**src/rtl/sdram_init_pkg.sv**
```systemverilog
package sdram_init_pkg;

   typedef enum logic [3:0] {
      CMD_MRS = 4'b0000,
      CMD_REF = 4'b0001,
      CMD_PRE = 4'b0010,
      CMD_NOP = 4'b0111
   } sdram_cmd_e;

   typedef enum logic [1:0] {
      PH_SETTLE = 2'd0,
      PH_STEPS  = 2'd1,
      PH_READY  = 2'd2
   } init_phase_e;

   function automatic int unsigned ns_to_cycles(input int unsigned ns, input int unsigned ps);
      return int'((64'(ns) * 64'd1000 + 64'(ps) - 64'd1) / 64'(ps));
   endfunction

   function automatic int unsigned max_of(input int unsigned a, input int unsigned b);
      return (a > b) ? a : b;
   endfunction

   function automatic logic [2:0] cas_code(input int unsigned cl);
      return (cl == 3) ? 3'b011 : 3'b010;
   endfunction

endpackage

```
**src/rtl/sdram_mode_word.sv**
```systemverilog
module sdram_mode_word
   import sdram_init_pkg::*;
#(
   parameter int unsigned ADDR_W       = 11,
   parameter int unsigned CAS_LAT      = 3,
   parameter int unsigned BURST_TYPE   = 0,
   parameter int unsigned BURST_LEN    = 8,
   parameter int unsigned WRITE_SINGLE = 0
) (
   output logic [ADDR_W-1:0] word
);

   localparam int unsigned RSV_W = ADDR_W - 10;

   if (!(CAS_LAT == 2 || CAS_LAT == 3)) begin : g_bad_cl
      $fatal(1, "sdram_mode_word: CAS latency must be 2 or 3");
   end
   if (!(BURST_LEN == 1 || BURST_LEN == 2 || BURST_LEN == 4 ||
         BURST_LEN == 8 || BURST_LEN == 256)) begin : g_bad_bl
      $fatal(1, "sdram_mode_word: burst length must be 1, 2, 4, 8 or 256");
   end
   if (BURST_LEN == 256 && BURST_TYPE != 0) begin : g_bad_full
      $fatal(1, "sdram_mode_word: full-page bursts need the sequential order");
   end
   if (BURST_TYPE > 1 || WRITE_SINGLE > 1) begin : g_bad_flag
      $fatal(1, "sdram_mode_word: burst type and write mode are single bits");
   end
   if (ADDR_W < 11) begin : g_bad_aw
      $fatal(1, "sdram_mode_word: address bus needs at least 11 bits");
   end

   logic [2:0] len_code;
   logic [2:0] lat_code;
   logic       type_bit;
   logic       wmode_bit;

   if (BURST_LEN == 256) begin : g_full_page
      assign len_code = 3'b111;
   end else begin : g_short_burst
      assign len_code = 3'($clog2(BURST_LEN));
   end

   assign lat_code  = cas_code(CAS_LAT);
   assign type_bit  = (BURST_TYPE == 1);
   assign wmode_bit = (WRITE_SINGLE == 1);

   assign word = {{RSV_W{1'b0}}, wmode_bit, 2'b00, lat_code, type_bit, len_code};

endmodule

```
**src/rtl/sdram_gap_timer.sv**
```systemverilog
module sdram_gap_timer #(
   parameter int unsigned       CNT_W   = 16,
   parameter logic [CNT_W-1:0]  RST_VAL = '0
) (
   input  logic             clk,
   input  logic             rst_n,
   input  logic             load,
   input  logic [CNT_W-1:0] load_val,
   output logic             expired
);

   logic [CNT_W-1:0] cnt_q;

   always_ff @(posedge clk or negedge rst_n) begin
      if (!rst_n) begin
         cnt_q <= RST_VAL;
      end else if (load) begin
         cnt_q <= load_val;
      end else if (cnt_q != '0) begin
         cnt_q <= cnt_q - CNT_W'(1);
      end
   end

   assign expired = (cnt_q == '0);

endmodule

```
**src/rtl/sdram_init_ctrl.sv**
```systemverilog
module sdram_init_ctrl
   import sdram_init_pkg::*;
#(
   parameter int unsigned CNT_W      = 16,
   parameter int unsigned REF_COUNT  = 2,
   parameter int unsigned MODE_FIRST = 0,
   parameter int unsigned T_RP       = 2,
   parameter int unsigned T_RC       = 7,
   parameter int unsigned T_MRD      = 2
) (
   input  logic             clk,
   input  logic             rst_n,
   input  logic             expired,
   output logic             issue,
   output sdram_cmd_e       issue_cmd,
   output logic [CNT_W-1:0] gap_val,
   output logic             go_ready
);

   localparam int unsigned RC_W = $clog2(REF_COUNT + 1);

   init_phase_e     phase_q, phase_d;
   logic [RC_W-1:0] ref_cnt_q;
   logic            mrs_done_q;
   logic            refs_left;
   sdram_cmd_e      pick;

   assign refs_left = (ref_cnt_q < RC_W'(REF_COUNT));

   if (MODE_FIRST != 0) begin : g_mode_first
      always_comb begin
         if (!mrs_done_q)    pick = CMD_MRS;
         else if (refs_left) pick = CMD_REF;
         else                pick = CMD_NOP;
      end
   end else begin : g_refresh_first
      always_comb begin
         if (refs_left)        pick = CMD_REF;
         else if (!mrs_done_q) pick = CMD_MRS;
         else                  pick = CMD_NOP;
      end
   end

   always_comb begin
      issue     = 1'b0;
      issue_cmd = CMD_NOP;
      go_ready  = 1'b0;
      phase_d   = phase_q;
      if (expired) begin
         unique case (phase_q)
            PH_SETTLE: begin
               issue     = 1'b1;
               issue_cmd = CMD_PRE;
               phase_d   = PH_STEPS;
            end
            PH_STEPS: begin
               if (pick == CMD_NOP) begin
                  go_ready = 1'b1;
                  phase_d  = PH_READY;
               end else begin
                  issue     = 1'b1;
                  issue_cmd = pick;
               end
            end
            default: ;
         endcase
      end
   end

   always_comb begin
      unique case (issue_cmd)
         CMD_PRE: gap_val = CNT_W'(T_RP - 1);
         CMD_REF: gap_val = CNT_W'(T_RC - 1);
         CMD_MRS: gap_val = CNT_W'(T_MRD - 1);
         default: gap_val = '0;
      endcase
   end

   always_ff @(posedge clk or negedge rst_n) begin
      if (!rst_n) begin
         phase_q    <= PH_SETTLE;
         ref_cnt_q  <= '0;
         mrs_done_q <= 1'b0;
      end else begin
         phase_q <= phase_d;
         if (issue && issue_cmd == CMD_REF) ref_cnt_q  <= ref_cnt_q + RC_W'(1);
         if (issue && issue_cmd == CMD_MRS) mrs_done_q <= 1'b1;
      end
   end

endmodule

```
**src/rtl/sdram_init_seq.sv**
```systemverilog
module sdram_init_seq
   import sdram_init_pkg::*;
#(
   parameter int unsigned ADDR_W        = 11,
   parameter int unsigned DQM_W         = 4,
   parameter int unsigned CLK_PERIOD_PS = 10000,
   parameter int unsigned SETTLE_NS     = 200000,
   parameter int unsigned T_RP          = 2,
   parameter int unsigned T_RC          = 7,
   parameter int unsigned T_MRD         = 2,
   parameter int unsigned REF_COUNT     = 2,
   parameter int unsigned MODE_FIRST    = 0,
   parameter int unsigned CAS_LAT       = 3,
   parameter int unsigned BURST_TYPE    = 0,
   parameter int unsigned BURST_LEN     = 8,
   parameter int unsigned WRITE_SINGLE  = 0
) (
   input  logic              clk,
   input  logic              rst_n,
   output logic              cke,
   output logic              cs_n,
   output logic              ras_n,
   output logic              cas_n,
   output logic              we_n,
   output logic [DQM_W-1:0]  dqm,
   output logic [ADDR_W-1:0] addr,
   output logic [1:0]        ba,
   output logic              ready
);

   localparam int unsigned SETTLE_CYC = ns_to_cycles(SETTLE_NS, CLK_PERIOD_PS);
   localparam int unsigned MAX_GAP    = max_of(max_of(SETTLE_CYC, T_RC), max_of(T_RP, T_MRD));
   localparam int unsigned CNT_W      = $clog2(MAX_GAP + 1);
   localparam logic [ADDR_W-1:0] PRE_ALL_WORD = ADDR_W'(1) << 10;

   if (CLK_PERIOD_PS == 0 || SETTLE_CYC < 1) begin : g_bad_clk
      $fatal(1, "sdram_init_seq: clock period and settling time must be non-zero");
   end
   if (REF_COUNT < 2) begin : g_bad_refs
      $fatal(1, "sdram_init_seq: at least two refreshes are required");
   end
   if (T_MRD < 2 || T_RP < 1 || T_RC < 1) begin : g_bad_gaps
      $fatal(1, "sdram_init_seq: gap lengths out of range");
   end

   logic [ADDR_W-1:0] mode_word;
   logic              expired;
   logic              issue;
   sdram_cmd_e        issue_cmd;
   logic [CNT_W-1:0]  gap_val;
   logic              go_ready;

   sdram_cmd_e        cmd_q;
   logic [ADDR_W-1:0] addr_q;
   logic              ready_q;

   sdram_mode_word #(
      .ADDR_W       (ADDR_W),
      .CAS_LAT      (CAS_LAT),
      .BURST_TYPE   (BURST_TYPE),
      .BURST_LEN    (BURST_LEN),
      .WRITE_SINGLE (WRITE_SINGLE)
   ) u_mode (
      .word (mode_word)
   );

   sdram_gap_timer #(
      .CNT_W   (CNT_W),
      .RST_VAL (CNT_W'(SETTLE_CYC - 1))
   ) u_timer (
      .clk      (clk),
      .rst_n    (rst_n),
      .load     (issue),
      .load_val (gap_val),
      .expired  (expired)
   );

   sdram_init_ctrl #(
      .CNT_W      (CNT_W),
      .REF_COUNT  (REF_COUNT),
      .MODE_FIRST (MODE_FIRST),
      .T_RP       (T_RP),
      .T_RC       (T_RC),
      .T_MRD      (T_MRD)
   ) u_ctrl (
      .clk       (clk),
      .rst_n     (rst_n),
      .expired   (expired),
      .issue     (issue),
      .issue_cmd (issue_cmd),
      .gap_val   (gap_val),
      .go_ready  (go_ready)
   );

   always_ff @(posedge clk or negedge rst_n) begin
      if (!rst_n) begin
         cmd_q   <= CMD_NOP;
         addr_q  <= '0;
         ready_q <= 1'b0;
      end else begin
         ready_q <= ready_q | go_ready;
         if (issue) begin
            cmd_q <= issue_cmd;
            unique case (issue_cmd)
               CMD_PRE: addr_q <= PRE_ALL_WORD;
               CMD_MRS: addr_q <= mode_word;
               default: addr_q <= '0;
            endcase
         end else begin
            cmd_q  <= CMD_NOP;
            addr_q <= '0;
         end
      end
   end

   assign {cs_n, ras_n, cas_n, we_n} = cmd_q;
   assign addr  = addr_q;
   assign ba    = 2'b00;
   assign cke   = 1'b1;
   assign dqm   = {DQM_W{1'b1}};
   assign ready = ready_q;

endmodule

```
**config.mk**
```make
export PLATFORM = sky130hd
export DESIGN_NAME = sdram_init_seq
export DESIGN_NICKNAME = d
export VERILOG_FILES = /design/src/rtl/sdram_init_pkg.sv /design/src/rtl/sdram_mode_word.sv /design/src/rtl/sdram_gap_timer.sv /design/src/rtl/sdram_init_ctrl.sv /design/src/rtl/sdram_init_seq.sv
export SDC_FILE = /design/constraint.sdc
export NUM_CORES = 1
export LEC_CHECK = 0
export BUFFER_PORTS_ARGS = -buffer_cell sky130_fd_sc_hd__buf_2
export CAP_MARGIN = 0
export CORE_MARGIN = 1
export CORE_UTILIZATION = 54
export CTS_BUF_LIST = sky130_fd_sc_hd__clkbuf_4
export DETAILED_ROUTE_END_ITERATION = 12
export PLACE_DENSITY = 0.8
export SYNTH_ARGS = -nofsm -noshare
export SYNTH_HDL_FRONTEND = slang
export SYNTH_HIERARCHICAL = 1
export SYNTH_SLANG_ARGS = --single-unit
```
**constraint.sdc**
```tcl
create_clock -name clk -period 2.85 [get_ports clk]
set_input_delay 0.1425 -clock clk [delete_from_list [all_inputs] [get_ports clk]]
set_output_delay 0.1425 -clock clk [all_outputs]
set_load 0.01 [all_outputs]
```
==> results of run 1 <==
==> cells in the mapped netlist, drive strengths merged, types with 3 or more instances <==
cell type / count
conb: 5
o21ai: 5
a21o: 3
nor2b: 3
nand2: 8
and3: 10
nor2: 6
or4: 4
dfstp: 12
buf: 33
xor2: 9
nand2b: 3
a22o: 8
dfrtp: 24
nor3: 5
o31ai: 4
clkbuf: 3
inv: 4
==> layout by cell type, fill, tap and decap left out, types with 2 or more instances in the layout <==
cell	n
sky130_fd_sc_hd__conb_1	31
sky130_fd_sc_hd__dfrtp_1	24
sky130_fd_sc_hd__buf_2	17
sky130_fd_sc_hd__dfstp_2	12
sky130_fd_sc_hd__and3_1	10
sky130_fd_sc_hd__xor2_1	9
sky130_fd_sc_hd__nand2_1	8
sky130_fd_sc_hd__a22o_1	8
sky130_fd_sc_hd__clkbuf_4	5
sky130_fd_sc_hd__buf_4	5
sky130_fd_sc_hd__nor3_1	5
sky130_fd_sc_hd__nor2_1	4
sky130_fd_sc_hd__inv_1	4
sky130_fd_sc_hd__o21ai_0	4
sky130_fd_sc_hd__or4_1	4
sky130_fd_sc_hd__o31ai_1	4
sky130_fd_sc_hd__nand2b_1	3
sky130_fd_sc_hd__a21o_1	3
sky130_fd_sc_hd__nor2_2	2
sky130_fd_sc_hd__nor4_1	2
sky130_fd_sc_hd__and2_2	2
sky130_fd_sc_hd__clkinv_1	2
sky130_fd_sc_hd__nor2b_1	2
sky130_fd_sc_hd__xnor2_1	2
sky130_fd_sc_hd__or3_1	2
==> cells by family after synthesis <==
family	after synthesis	share of synthesized area
muxes	2	0.0119
xor gates and xnor gates	11	0.0510
DFF	36	0.485
AOI/OAI and AO/OA	25	0.101
and+or+nand+nor	54	0.189
other	5	0.00993
buffers and inverters	40	0.145
adders and majority gates	1	0.00662
==> area by class of cell <==
class                           count  area, um2
Fill cell                         284       1320
Clock buffer                        5       37.5
Timing Repair Buffer               24        153
Multi-Input combinational cell    124        805
Sequential cell                    36        916
Tap cell                           46       57.6
Clock inverter                      3       37.5
Inverter                            4       15.0
==> worst max-delay path: stages, from the launching register on <==
cell                      delay [ns]
sky130_fd_sc_hd__dfstp_2        0.39
sky130_fd_sc_hd__inv_1          0.09
sky130_fd_sc_hd__ha_1           0.21
sky130_fd_sc_hd__or4b_4         0.52
sky130_fd_sc_hd__nor4b_4        0.33
sky130_fd_sc_hd__nor2b_4        0.26
sky130_fd_sc_hd__and2_2         0.23
sky130_fd_sc_hd__buf_12         0.17
sky130_fd_sc_hd__mux2_1         0.33
==> power by group through the flow <==
stage | clock, W | combinational (W) | sequential, W
6_report | 0.000338 | 0.0000185 | 0.000511
5_1_grt | 0.000368 | 0.0000238 | 0.000512
4_1_cts | 0.000347 | 0.0000185 | 0.000511
3_5_place_dp | 0 | 0.0000175 | 0.000521
3_3_place_gp | 0 | 0.0000171 | 0.000521
2_1_floorplan | 0 | 0.0000380 | 0.000521
==> layer usage <==
| layer | wire length, um | part of all wire |
|---|---|---|
| met1 | 1280 | 0.44 |
| met2 | 1530 | 0.52 |
| met3 | 91 | 0.031 |
| met4 | 41 | 0.014 |
| met5 | 0 | 0 |
==> through the flow <==
step,cells,utilization
after detailed placement,230,0.571
after global routing,242,0.606
after floorplan,200,-
after CTS,239,0.597
after global placement,230,0.571
final,242,0.606
==> worst paths after layout <==
kind / end / slack [ns] / cells after the start
max: u_timer/cnt_q[7] / 0.21 / 8
min: u_timer/cnt_q[13] / 0.40 / 2
max reg2reg: u_timer/cnt_q[7] / 0.21 / 8
min reg2reg: u_ctrl/ref_cnt_q[0] / 0.48 / 1
max in group asynchronous: u_ctrl/mrs_done_q / 1.98 / 2
min in group clk: u_ctrl/ref_cnt_q[0] / 0.48 / 1
==> sequential cells by signal, summed over array words and instances, names as in the netlist <==
signal	count
u_ctrl/phase_q	2
u_ctrl/mrs_done_q	1
u_timer/cnt_q	15
cmd_q	4
ready	1
addr	11
u_ctrl/ref_cnt_q	2
==> what timing repair did <==
action,in CTS,in global routing
hold endpoints to repair,24,0
buffers inserted,0,3
resized for setup,0,2
setup endpoints to repair,0,15
hold buffers,1,0
==> results.txt, run 1 <==
* Design Area, Final: 0.00202 mm2
* Post-route DRC violation count: 0
- For the worst setup path, the data required time is 3.07 ns.
- The flow ran to the end, and the final reports show no timing, DRC or antenna violations.
- Slew at the pin with the worst max-slew slack: 0.734 ns
- In this run the most used layer during global routing was met2.
- Crit. Startpoint: u_timer/cnt_q[0]
* Kind of start point of the critical path: flip-flop
- CP Data Arrival Time: 2.86 ns
- Worst hold slack after final layout: 0.396 ns
- For met3 alone, demand over resource in global routing was 0.0567.
- For this run, the number of Yosys warnings is 6.
* Setup violators final: 0
- Counting flops with a built-in enable in the synthesized netlist gives 0.
- In this run the cell area of the synthesized design comes to 0.00189 mm2.
- Number of instances in the synthesized netlist: 174
- Dividing the detail-routed via count by the number of cells gives 4.87.
- Floorplan core area: 0.00334 mm2
- Die extent in y: 61.2 um
* Final Total Pwr: 0.000868 W
- Average wire per standard cell: 12.2 um
* Syn avg cell area: 10.9 um2
- Synthesized flop and latch total: 36
- Pwr dens: 430 mW/mm2
- Clock tree sinks: 36
- Ys async rst share: 1.00
- Worst-case clock skew: 0.00677 ns
* Met1 Track Usage GR: 0.227
* Power share of the sequential group: 0.589
- Portion of the clock cycle consumed by the worst path in the final layout: 0.927
- The path class of the tightest hold or removal check is input pin to asynchronous set/reset pin.
* Endpoint class of the critical path: flip-flop
- Primary flip-flop cell chosen by synthesis mapping: sky130_fd_sc_hd__dfrtp_1
* Port Buffers: 17
- Via count of the first global-routing pass: 1,163
- Final worst slack: 0.208 ns
- DRT Wirelength: 2940 um
- Number of placement rows: 21
* Dominant cells by area after synthesis: sky130_fd_sc_hd__dfrtp_1 32%, sky130_fd_sc_hd__dfstp_2 17%, sky130_fd_sc_hd__buf_4 13%
- Final weighted congestion in routability-driven placement: 0.799
* Number of diodes: 0
- In the final layout, the share of cells above drive strength 1 is 0.270.
- At the placement stage, the worst setup path has a slack of 0.100 ns.
* Number of antenna violations at the first check in global routing: 0
- The share of total power dissipated in combinational logic is 0.021.
- Number of H-tree levels: 2
* Global-route wire length before repair: 5030 um
- Maximum clock path buffer count: 2
* Standard cell area after detailed placement: 0.00191 mm2
- Total number of vias: 1,178
- Worst IR Drop VDD: 0.349 mV
- The startpoint identified for the worst register-to-register timing path is u_timer/cnt_q[0].
- Switching power share of the total: 0.203
- The worst setup path is of the flip-flop to flip-flop kind.
- In this run the power spent charging and discharging nets is 0.000176 W.
- Of the post-synthesis cell area, the dominant cell type holds 0.318.
- Internal power: 0.000692 W
- Total Negative Setup Slacks: 0 ns
- Total count of max-transition violations in the final report: 0
* Number of buffers created by CTS: 5
- HPWL reported at the end of detailed placement: 2050 um
- For this run, the post-layout net count is 198.
* Initial cell density of the core: 0.566
* Sequential fraction of the synthesis area: 0.485
- Die W: 61.2 um
* Cell type with the highest aggregate area in the netlist: sky130_fd_sc_hd__dfrtp_1
- Relative slew margins: 0.511
- Clock-pin slew was measured on the worst setup and hold paths at 0.10 ns.
* Floorplan die area: 0.00374 mm2
* Clock network fraction of design power: 0.389
* Remaining antenna violation count: 0
* Leakage Power: 1.04 nW
- The tool flagged a number of max-cap violations equal to 0.
- Latest clock arrival within the worst-skew pair: 0.33 ns
- Subtracting the final worst setup slack from the clock period gives 2.64 ns.
- In this run the worst path has a maximum fanout of 23.
- The number of different library cells used by synthesis comes to 43.
* Area growth from synthesis to layout: 6.95%
- Peak clock frequency supported by timing: 0.378 GHz
- In this run the count of I/O pins placed on the die edge is 25.
- Router iterations before antenna repair: 4
* Global Route met2 Usage: 0.317
- Pin count of the biggest net entering global routing: 37
- In the global route stage, overall resource usage came out at 0.190.
- RSZ-0062 raised after global routing: no
- GR Overflow Total: 0
- The detailed router finished its first iteration with 32 violations.
* Final Hold Vio Count: 0
* TritonCTS clock tree: done
- The cell sitting at the root of the clock tree is a sky130_fd_sc_hd__clkbuf_4.
Note: power is estimated with default switching activity, not from simulation.
==> run 2, diff against run 1 <==
==> constraint.sdc (replaced) <==
create_clock -name clk -period 2.85 [get_ports clk]
set_input_delay 0.4275 -clock clk [delete_from_list [all_inputs] [get_ports clk]]
set_output_delay 0.4275 -clock clk [all_outputs]
set_load 0.01 [all_outputs]
==> results.txt, run 2 (synthesis gave the netlist of run 1 again) <==
- The flow ran to the end, and the final reports show no timing, DRC or antenna violations.
* Post-layout instance count excluding filler cells: 241
* All-Layer GR Usage: 0.190
* Min Tclk post-route: 2.65 ns
- Peak clock frequency supported by timing: 0.377 GHz
* Switching power share of the total: 0.204
- Pre-CTS setup slack: 0.100 ns
- Number of antenna violations at the first check in global routing: 0
* Layout fillers: 284
* Total number of vias: 1,182
- Number of H-tree levels: 2
- In the finished design, the share of the clock period the worst path needs comes to 0.931.
* Floorplan die area: 0.00374 mm2
- Highest-count cells in the layout ignoring fill and taps: 31 x sky130_fd_sc_hd__conb_1, 24 x sky130_fd_sc_hd__dfrtp_1, 17 x sky130_fd_sc_hd__buf_2, 12 x sky130_fd_sc_hd__dfstp_2, 10 x sky130_fd_sc_hd__and3_1
* Internal power: 0.000691 W
- After detailed placement, the design holds a cell count of 230.
- Maximum cell stage delay along the critical path: 0.52 ns
- The tool flagged a number of max-cap violations equal to 0.
* Clock tree sinks: 36
* DRC violation total after the first TritonRoute iteration: 50
- The final layout contains 197 nets.
- In this run the tool buffered the top-level ports with 17 buffer cells.
- I/O pin count: 25
- Worst IR Drop VDD: 0.349 mV
* Maximum clock path buffer count: 2
- u_timer/cnt_q holds more flip-flops than any other register.
- Of all nets on the critical path, the largest fanout is 23.
- Initial cell density of the core: 0.566
* Setup violators final: 0
- After detailed routing, the number of vias per cell comes to 4.90.
- Sum of buffers and inverters on the critical path: 2
- Number of buffers created by CTS: 5
- Critical Path RT: 3.07 ns
- Across the routed clock network, the largest skew measured is 0.00600 ns.
- The worst setup path is of the flip-flop to flip-flop kind.
* Area growth from synthesis to layout: 6.42%
- STA classifies the critical path startpoint as a flip-flop.
- Pin count of the biggest net entering global routing: 37
* CP Data Arrival Time: 2.87 ns
* Power share of the combinational group: 0.020
- Post-route DRC violation count: 0
* DRT Wirelength: 2930 um
- Relative slew margins: 0.512
- Final Hold Vio Count: 0
- Delay-heaviest family, CP: simple AND/OR/NAND/NOR gates
* Final weighted congestion in routability-driven placement: 0.799
- GR Overflow Total: 0
* Floorplan core area: 0.00334 mm2
- Remaining antenna violation count: 0
- Power spent charging and discharging nets: 0.000177 W
* Power share of the sequential group: 0.589
- The via count of the first global-routing pass was 1,163.
* Total Negative Setup Slacks: 0 ns
- In this run the static leakage power is 1.04 nW.
- The number of pins exceeding their max-slew limit in the final report came to 0.
* Total of hold buffers inserted after clock tree synthesis: 0
* TritonCTS clock tree: done
* Post-CTS clock slew at the launch and capture registers of the worst setup and hold paths: 0.10 ns
- The first detailed-routing pass ran for 4 iterations.
- Number of placement rows: 21
- Detailed placement ended at an HPWL of 2050 um.
* Final worst slack: 0.196 ns
- Most common library cell in the layout ignoring fill and taps: sky130_fd_sc_hd__conb_1
- Setup repair after global routing left no endpoint under its margin.
- Die extent in y: 61.2 um
- Critical path, cell by cell: inv_1 -> ha_1 -> or4b_4 -> nor4b_4 -> nor2b_4 -> and2_2 -> buf_12 -> mux2_1
* Pwr dens: 432 mW/mm2
- Max FFs per register: 15
- Share of post-route cells with drive strength above 1: 0.272
- Slowest cell on the critical path: sky130_fd_sc_hd__or4b_4
* Global-route wire length before repair: 5030 um
- Cell at the root of the clock tree: sky130_fd_sc_hd__clkbuf_4
- Slew at the pin with the worst max-slew slack: 0.732 ns
- Clock network fraction of design power: 0.391
- Number of diodes: 0
* Die W: 61.2 um
- Latest clock arrival within the worst-skew pair: 0.33 ns
- In the final routed layout, each cell accounts on average for 12.2 um.
* Endpoint class of the critical path: flip-flop
- Hold crit path type: input pin to asynchronous set/reset pin
==> run 2: worst paths after layout <==
path | depth (start not counted) | start | slack (ns) | endpoint
min in group clk | 1 | u_ctrl/ref_cnt_q[0] | 0.48 | u_ctrl/ref_cnt_q[0]
max in group asynchronous | 1 | rst_n | 2.24 | u_ctrl/mrs_done_q
min reg2reg | 1 | u_ctrl/ref_cnt_q[0] | 0.48 | u_ctrl/ref_cnt_q[0]
max | 8 | u_timer/cnt_q[0] | 0.20 | u_timer/cnt_q[7]
min | 1 | rst_n | 0.14 | u_timer/cnt_q[13]
max reg2reg | 8 | u_timer/cnt_q[0] | 0.20 | u_timer/cnt_q[7]
==> run 2: cell type report <==
type                            count  area (um2)  area share
Timing Repair Buffer               23         143      0.0709
Multi-Input combinational cell    124         805       0.400
Tap cell                           46        57.6      0.0286
Clock inverter                      3        37.5      0.0187
Inverter                            4        15.0     0.00747
Sequential cell                    36         916       0.456
Clock buffer                        5        37.5      0.0187
==> run 2: through the flow <==
step	instance area [um2]	hold WS, ns	util	total power (W)
after floorplan	1990	0.132	-	0.000559
after global placement	1910	0.447	0.571	0.000538
after detailed placement	1910	0.454	0.571	0.000538
after CTS	1980	0.165	0.594	0.000876
after global routing	2010	0.194	0.603	0.000903
final	2010	0.142	0.603	0.000868
==> run 2: worst register-to-register path, stage by stage, from the launching register on <==
cell and delay [ns]:
sky130_fd_sc_hd__dfstp_2 0.39, sky130_fd_sc_hd__inv_1 0.09, sky130_fd_sc_hd__ha_1 0.21, sky130_fd_sc_hd__or4b_4 0.52
sky130_fd_sc_hd__nor4b_4 0.34, sky130_fd_sc_hd__nor2b_4 0.26, sky130_fd_sc_hd__and2_2 0.24, sky130_fd_sc_hd__buf_12 0.18
sky130_fd_sc_hd__mux2_1 0.33
==> run 2: per-layer routing <==
metal,vias up,share of wire,wire length (um),track usage
li1,579,-,-,-
met3,5,0.034,101,0.0567
met5,-,0,0,0
met1,574,0.42,1230,0.227
met4,0,0.014,41,0.0877
met2,24,0.53,1560,0.317
==> run 2: repair_timing <==
item                       CTS  global route
setup endpoints to repair    0            15
resized for setup            0             2
buffers inserted             0             3
==> run 2: power by group through the flow <==
stage	clock, W	sequential (W)	combinational (W)
after CTS	0.000347	0.000511	0.0000174
after global routing	0.000368	0.000512	0.0000227
final	0.000339	0.000511	0.0000174
after global placement	0	0.000521	0.0000171
after detailed placement	0	0.000521	0.0000175
after floorplan	0	0.000521	0.0000380
